===== src/rtl/gpio_window_pkg.sv =====
package gpio_window_pkg;

    localparam int BYTE_W = 8;

    typedef logic [BYTE_W-1:0] byte_t;

    // decoded bus access for one cycle
    typedef struct packed {
        logic idx_wr;
        logic idx_rd;
        logic dat_wr;
        logic dat_rd;
    } access_t;

    // index register state
    typedef struct packed {
        byte_t idx;
    } idx_state_t;

    // read path state
    typedef struct packed {
        byte_t rdata;
    } rd_state_t;

endpackage


===== src/rtl/gpio_window_index.sv =====
module gpio_window_index
    import gpio_window_pkg::*;
#(
    parameter int NUM_REGS = 15
) (
    input  logic  clk,
    input  logic  rst_n,
    input  logic  load,
    input  byte_t load_val,
    output byte_t idx,
    output logic  in_range
);

    idx_state_t st_d, st_q;

    always_comb begin
        st_d = st_q;
        if (load) begin
            st_d.idx = load_val;
        end
    end

    always_ff @(posedge clk or negedge rst_n) begin
        if (!rst_n) begin
            st_q <= '0;
        end else begin
            st_q <= st_d;
        end
    end

    assign idx      = st_q.idx;
    // register numbers start at 1; 0 and anything past the bank select nothing
    assign in_range = (st_q.idx != '0) && (int'(st_q.idx) <= NUM_REGS);

endmodule


===== src/rtl/gpio_window_bank.sv =====
module gpio_window_bank
    import gpio_window_pkg::*;
#(
    parameter int    NUM_REGS   = 15,
    parameter int    PRESET_IDX = 2,
    parameter byte_t PRESET_VAL = 8'hFD
) (
    input  logic                             clk,
    input  logic                             rst_n,
    input  logic                             wr,
    input  logic                             in_range,
    input  byte_t                            idx,
    input  byte_t                            wdata,
    output logic [NUM_REGS-1:0][BYTE_W-1:0]  regs
);

    logic [NUM_REGS-1:0][BYTE_W-1:0] regs_d, regs_q;
    logic [NUM_REGS-1:0]             hit;

    // one-hot write select, slot k holds register k+1
    for (genvar k = 0; k < NUM_REGS; k++) begin : g_slot
        localparam byte_t SLOT_NUM = byte_t'(k + 1);
        localparam byte_t SLOT_RST = (k + 1 == PRESET_IDX) ? PRESET_VAL : '0;

        assign hit[k] = wr && in_range && (idx == SLOT_NUM);

        always_comb begin
            regs_d[k] = hit[k] ? wdata : regs_q[k];
        end

        always_ff @(posedge clk or negedge rst_n) begin
            if (!rst_n) begin
                regs_q[k] <= SLOT_RST;
            end else begin
                regs_q[k] <= regs_d[k];
            end
        end
    end

    assign regs = regs_q;

endmodule


===== src/rtl/gpio_window_rdpath.sv =====
module gpio_window_rdpath
    import gpio_window_pkg::*;
#(
    parameter int    NUM_REGS = 15,
    parameter byte_t MISS_VAL = 8'hFF
) (
    input  logic                             clk,
    input  logic                             rst_n,
    input  logic                             idx_rd,
    input  logic                             dat_rd,
    input  byte_t                            idx,
    input  logic                             in_range,
    input  logic [NUM_REGS-1:0][BYTE_W-1:0]  regs,
    output byte_t                            rdata
);

    rd_state_t st_d, st_q;
    byte_t     sel_byte;

    // selected register, or the miss value outside the bank
    always_comb begin
        sel_byte = MISS_VAL;
        if (in_range) begin
            sel_byte = '0;
            for (int k = 0; k < NUM_REGS; k++) begin
                if (idx == byte_t'(k + 1)) begin
                    sel_byte = regs[k];
                end
            end
        end
    end

    always_comb begin
        st_d = st_q;
        if (idx_rd) begin
            st_d.rdata = idx;
        end else if (dat_rd) begin
            st_d.rdata = sel_byte;
        end
    end

    always_ff @(posedge clk or negedge rst_n) begin
        if (!rst_n) begin
            st_q <= '0;
        end else begin
            st_q <= st_d;
        end
    end

    assign rdata = st_q.rdata;

endmodule


===== src/rtl/gpio_window.sv =====
module gpio_window
    import gpio_window_pkg::*;
#(
    parameter int   NUM_REGS   = 15,
    parameter int   PRESET_IDX = 2,
    parameter logic [7:0] PRESET_VAL = 8'hFD,
    parameter logic [7:0] MISS_VAL   = 8'hFF,
    localparam int  OUT_W      = NUM_REGS * 8
) (
    input  logic             clk,
    input  logic             rst_n,
    input  logic             sel_data,
    input  logic             wr_en,
    input  logic             rd_en,
    input  logic [7:0]       wdata,
    output logic [7:0]       rdata,
    output logic [OUT_W-1:0] gpio_out
);

    access_t                         acc;
    byte_t                           idx;
    logic                            in_range;
    logic [NUM_REGS-1:0][BYTE_W-1:0] regs;

    always_comb begin
        acc        = '0;
        acc.idx_wr = wr_en && !sel_data;
        acc.idx_rd = rd_en && !sel_data;
        acc.dat_wr = wr_en &&  sel_data;
        acc.dat_rd = rd_en &&  sel_data;
    end

    gpio_window_index #(
        .NUM_REGS (NUM_REGS)
    ) u_index (
        .clk      (clk),
        .rst_n    (rst_n),
        .load     (acc.idx_wr),
        .load_val (wdata),
        .idx      (idx),
        .in_range (in_range)
    );

    gpio_window_bank #(
        .NUM_REGS   (NUM_REGS),
        .PRESET_IDX (PRESET_IDX),
        .PRESET_VAL (PRESET_VAL)
    ) u_bank (
        .clk      (clk),
        .rst_n    (rst_n),
        .wr       (acc.dat_wr),
        .in_range (in_range),
        .idx      (idx),
        .wdata    (wdata),
        .regs     (regs)
    );

    gpio_window_rdpath #(
        .NUM_REGS (NUM_REGS),
        .MISS_VAL (MISS_VAL)
    ) u_rdpath (
        .clk      (clk),
        .rst_n    (rst_n),
        .idx_rd   (acc.idx_rd),
        .dat_rd   (acc.dat_rd),
        .idx      (idx),
        .in_range (in_range),
        .regs     (regs),
        .rdata    (rdata)
    );

    assign gpio_out = regs;

endmodule


===== config.mk =====
export PLATFORM = sky130hd
export DESIGN_NAME = gpio_window
export DESIGN_NICKNAME = d
export VERILOG_FILES = /design/src/rtl/gpio_window_pkg.sv /design/src/rtl/gpio_window_index.sv /design/src/rtl/gpio_window_bank.sv /design/src/rtl/gpio_window_rdpath.sv /design/src/rtl/gpio_window.sv
export SDC_FILE = /design/constraint.sdc
export NUM_CORES = 1
export LEC_CHECK = 0
export ABC_AREA = 1
export BUFFER_PORTS_ARGS = -buffer_cell sky130_fd_sc_hd__buf_2
export CAP_MARGIN = 20
export CORE_MARGIN = 3
export CORE_UTILIZATION = 50
export DETAILED_ROUTE_END_ITERATION = 12
export GPL_ROUTABILITY_DRIVEN = 0
export PLACE_DENSITY = 0.75
export SYNTH_ARGS = -nofsm -noshare
export SYNTH_HDL_FRONTEND = slang
export SYNTH_SLANG_ARGS = --single-unit

===== constraint.sdc =====
create_clock -name clk -period 2.1 [get_ports clk]
set_input_delay 0.42 -clock clk [delete_from_list [all_inputs] [get_ports clk]]
set_output_delay 0.42 -clock clk [all_outputs]
set_load 0.05 [all_outputs]

* After elaboration in Yosys (flattened, before gate mapping)
Cells that the tools add are included.
** Word-level totals
- Register bits :: 136
- Input bits :: 13
- Output and inout port bits :: 128
- Word-level logic and storage cells :: 75
** Cells by class
- Order comparisons :: 1
- Equal/unequal tests :: 15
- Mux-type cells :: 18
- Reductions and logical operators :: 24
** Operators with widths (count)
- $mux W8 :: 18
- $eq A8 B4 Y1 const B :: 8
- $eq A8 B3 Y1 const B :: 4
- $logic_and A1 B1 Y1 :: 21
- $eq A8 B2 Y1 const B :: 2
- $eq A8 B1 Y1 const B :: 1
- $le A8 B4 Y1 const B :: 1
- $reduce_bool A8 Y1 :: 1
- $reduce_bool A2 Y1 :: 1
- $logic_not A1 Y1 :: 1

* Longest topological paths before layout
- Depth after elaboration :: 19
- Mapped depth :: 16
- Gate-level depth less buffers :: 16

* Cells and area by module
Synthesis repeated with hierarchy kept, for this count alone.
** Unflattened totals
- Cell total of the unflattened synthesis :: 922
- Area, all modules :: 6952.9 µm²
** By module, submodules not included
- gpio_window_bank :: times used 1, cells each 563, area each 5017.3 µm², seq. area each 3011.6 µm²
- gpio_window_rdpath :: times used 1, cells each 311, area each 1567.8 µm², seq. area each 200.2 µm²
- gpio_window_index :: times used 1, cells each 40, area each 337.8 µm², seq. area each 200.2 µm²
- gpio_window :: times used 1, cells each 8, area each 30.0 µm², seq. area each 0.0 µm²

* Worst setup path after synthesis
OpenSTA, ideal clock, no wires.
- Path type :: reg2reg
- From :: register u_index.st_q, in the netlist u_index.idx[4]
- To :: register u_rdpath.st_q, in the netlist u_rdpath.rdata[0]
- Setup time :: 0.118 ns
- Arrival :: 1.572 ns
- Data required time :: 1.982 ns
- Setup slack :: 0.410 ns
- Stages on the path, launching flop included :: 13
- Path buffers :: 1
- Clock period less this slack :: 1.690 ns
- Cells stage by stage :: dfrtp_1 > nor2_1 > nand2_2 > buf_6 > nor2_4 > nand2_1 > or2_2 > nand2_1 > nand4_1 > nor2_1 > nand4_1 > nand2_1 > nand2_1
** On the way
- Longest elaborated chain between the ends :: 19
- Elaborated cells between the ends (all ways) :: 36
- Those cells by class :: order compare (1); eq/ne (15); mux (18); reduce/logical (2)
** Ends and longest elaborated chain
- start, declared :: RTL line gpio_window_index.sv:14 : idx_state_t st_d, st_q;
- start signal, assigned :: RTL line gpio_window_index.sv:27 : st_q <= st_d;
- $eq A8 B1 Y1 :: RTL line gpio_window_rdpath.sv:26 : if (idx == byte_t'(k + 1)) begin
- $mux W8 (15 in a row) :: RTL line gpio_window_rdpath.sv:26
- $mux W8 (*) :: RTL line gpio_window_rdpath.sv:23 : if (in_range) begin
- $mux W8 (*) :: RTL line gpio_window_rdpath.sv:37 : end else if (dat_rd) begin
- $mux W8 (*) :: RTL line gpio_window_rdpath.sv:35 : if (idx_rd) begin
- end signal, assigned :: RTL line gpio_window_rdpath.sv:46 : st_q <= st_d;
- end, declared :: RTL line gpio_window_rdpath.sv:17 : rd_state_t st_d, st_q;
Mark *: on every way between the ends. The rest lies on a longest branch, timed or not. The select of a mux whose other input is x is not followed.
A chain may end at the register's enable or synchronous reset.

* Worst setup path in the final report
- From :: register u_index.st_q, in the netlist u_index.idx[6]
- To :: register u_rdpath.st_q, in the netlist u_rdpath.rdata[1]
The elaborated chain is that of the path after synthesis.

==> results.md <==
- Non-Filler Instances: 1,083
- Final Cycle Share: 100%
- Area growth, synth to finish: 29.6%
- Status: finished with violations
- Post-layout util: 68.0%
- Clk buf depth: 2
- Flop pwr share: 42.8%
- Vias in the first global route: 5,528
- Final Hold Viols: 0
- Die area: 0.0137 mm2
- Critical path origin: u_index.idx[6]
- Setup ws final: -0.00980 ns
- Switching pwr: 0.00195 W
- DRT iter0 DRCs: 527
- CP arrival: 2.43 ns
- CTS Buf Count: 17
- DR pass1 iterations: 5
- Most frequent cells in the layout: nand2_1 (227), buf_2 (139), dfrtp_1 (128)
- I/O pin count: 141
- Clock Latency Late Sink: 0.43 ns
- Clk network pwr share: 41.9%
- Core ar.: 0.0117 mm2
- Worst Hold Launch: wdata[4]
- Clock transition at the registers of the reported paths: 0.05 ns
- Final Skew: 0.00871 ns
- Launch instance of the worst register-to-register path: u_index.idx[6]
- IO Port Bufs: 140
- Crit-path max FO: 8
- Register area share after synthesis: 55.5%
- Max-Slew Margin vs Limit: 49.2%
- Routed Antenna Nets: 0
- Vias: 6,008
- Fmax: 474 MHz
- Yosys cell types: 26
- Placed Cells incl. Taps: 1,039
- First-pass GRT wire length: 29.5 mm
- DPL Wire Length: 13.2 mm
- Shortest period the worst path allows: 2.11 ns
- Final setup violating endpoints: 1
- Initial core utilization: 52.5%
- Syn nets: 765
- Pin count of the biggest net entering global routing: 43
- TNS Setup: -0.00980 ns
- Post-synthesis average cell area: 8.18 um2
- Worst-Margin Slew: 0.761 ns
- Width of the die: 117 um
- Final wirelength: 19.3 mm
- N_diodes: 0
- Residual DRC: 0
- Die Y: 117 um
- Pre-CTS setup slack: 0.0202 ns
- GR Overflow Total: 0
- Count of pins over their slew limit: 0
- Critical path startpoint category: flop
- DR vias/cell: 5.55
- Worst Path Required: 2.42 ns
- Leak: 4.03 nW
- MaxCap Viol Count: 0
- Worst VDD drop: 0.000558 V
- Hold crit path type: in -> reg
- H-tree depth: 4
- Comb pwr share: 15.3%
- Critical Path End Type: flop
- TritonCTS Sinks: 136
- Cell Area, Synth: 0.00615 mm2
- Fin nets: 940
- PwrDens: 842 mW/mm2
- Initial antenna violation count: 0
- Switching Fraction: 29.1%
- Post-Syn Instances: 752
- Setup CP Type: reg -> reg
- YS warnings: 0
- FP Rows: 39
- Share of layout cells above drive strength 1: 28.8%
- CTS tree: done
- Flops & latches, synth: 136
- Most common cell after layout, fill and taps aside: nand2_1
- RSZ-0062 raised after global routing: yes
- Failing checks: negative setup slack
- All-Layer GR Usage: 28.7%
- DR WL/cell: 17.8 um
- Int Pwr: 0.00476 W
- CTS root buf: clkbuf_16
## synthesized netlist by cell type
master	number	share of area [%]
a21oi_1	27	2.2
a21oi_2	1	0.14
buf_2	13	1.1
buf_4	1	0.12
buf_6	2	0.37
clkbuf_1	13	0.79
clkinv_1	1	0.061
dfrtp_1	129	53
dfstp_2	7	3.0
inv_1	48	2.9
inv_2	6	0.37
nand2_1	233	14
nand2_2	6	0.61
nand3_1	26	2.1
nand3_2	2	0.33
nand4_1	25	2.5
nor2_1	78	4.8
nor2_2	4	0.41
nor2_4	5	0.92
nor3_1	3	0.24
nor3_2	2	0.33
nor3_4	1	0.26
o21ai_0	54	4.4
o21ai_1	63	5.1
or2_0	1	0.10
or2_2	1	0.10
## repair_timing
item / CTS / global route
endpoints found under the hold margin: 26 / 0
endpoints found under the setup margin: 1 / 29
resized for setup: 1 / 48
pin swaps: 0 / 23
setup buffers: 0 / 11
hold buffers: 1 / 0
## state kept, by name, indices dropped and copies added (netlist names)
name and count:
u_rdpath.rdata 8, u_bank.regs 120, u_index.idx 8
## area by class of cell
class                      instances  area (um2)
clock buffer                      29         510
clock inverter                     3        40.0
fill                             959        3740
inverter                          55         211
multi-input combinational        532        2530
sequential                       136        3410
tap                              143         179
timing repair buffer             185        1090
## layer usage
layer,part of all wire [%],track usage (%),wire length [um],up-vias
met5,0,0,0,-
met4,2.0,10.2,381,0
met3,8.0,6.17,1550,37
met2,47,42.8,9040,290
met1,43,41.6,8300,2876
li1,-,-,-,2805
## cell families (layout without fill, tap and decap cells)
group	Yosys count	after routing	share of synthesized area [%]
DFF	136	136	55.5
buffers and inverters	84	272	5.70
and+or+nand+nor	387	387	26.9
AOI/OAI and AO/OA	145	145	11.9
## power groups by stage
stage                     Sequential, W  Combinational (W)  Clock, W
final                           0.00287            0.00103   0.00281
after global routing            0.00288            0.00110   0.00295
after CTS                       0.00286           0.000942   0.00282
after detailed placement        0.00290           0.000934         0
after global placement          0.00290           0.000924         0
after floorplan                 0.00322           0.000296         0
## final timing paths
| kind | slack, ns | cells past startpoint | end |
|---|---|---|---|
| worst min register to register | 0.48 | 2 | u_rdpath.rdata[4] |
| worst max register to register | -0.01 | 15 | u_rdpath.rdata[1] |
| worst max-delay path | -0.01 | 15 | u_rdpath.rdata[1] |
| worst min-delay path | 0.28 | 3 | u_bank.regs[44] |
| max in group asynchronous | 0.90 | 3 | u_bank.regs[10] |
| min in group asynchronous | 0.47 | 2 | u_bank.regs[49] |
## critical path: stages (launching register included)
cell     delay [ns]
dfrtp_1        0.42
nor2_4         0.08
nand2_4        0.12
inv_4          0.07
buf_8          0.14
buf_6          0.13
nand3_2        0.07
nand3_2        0.09
nor2_2         0.14
nand4_1        0.13
nor2_1         0.15
nand4_1        0.09
nor2_1         0.16
nand4_1        0.11
nand2_1        0.07
nand2_1        0.04
## through the flow
| step | total power, W | cell area [um2] | hold slack, ns |
|---|---|---|---|
| 6_report | 0.00671 | 7970 | 0.285 |
| 5_1_grt | 0.00693 | 7970 | 0.300 |
| 4_1_cts | 0.00662 | 7720 | 0.270 |
| 3_5_place_dp | 0.00383 | 7160 | 0.378 |
| 3_3_place_gp | 0.00383 | 7160 | 0.376 |
| 2_1_floorplan | 0.00351 | 6150 | 0.124 |
Note: power is estimated with default switching activity, not from simulation.
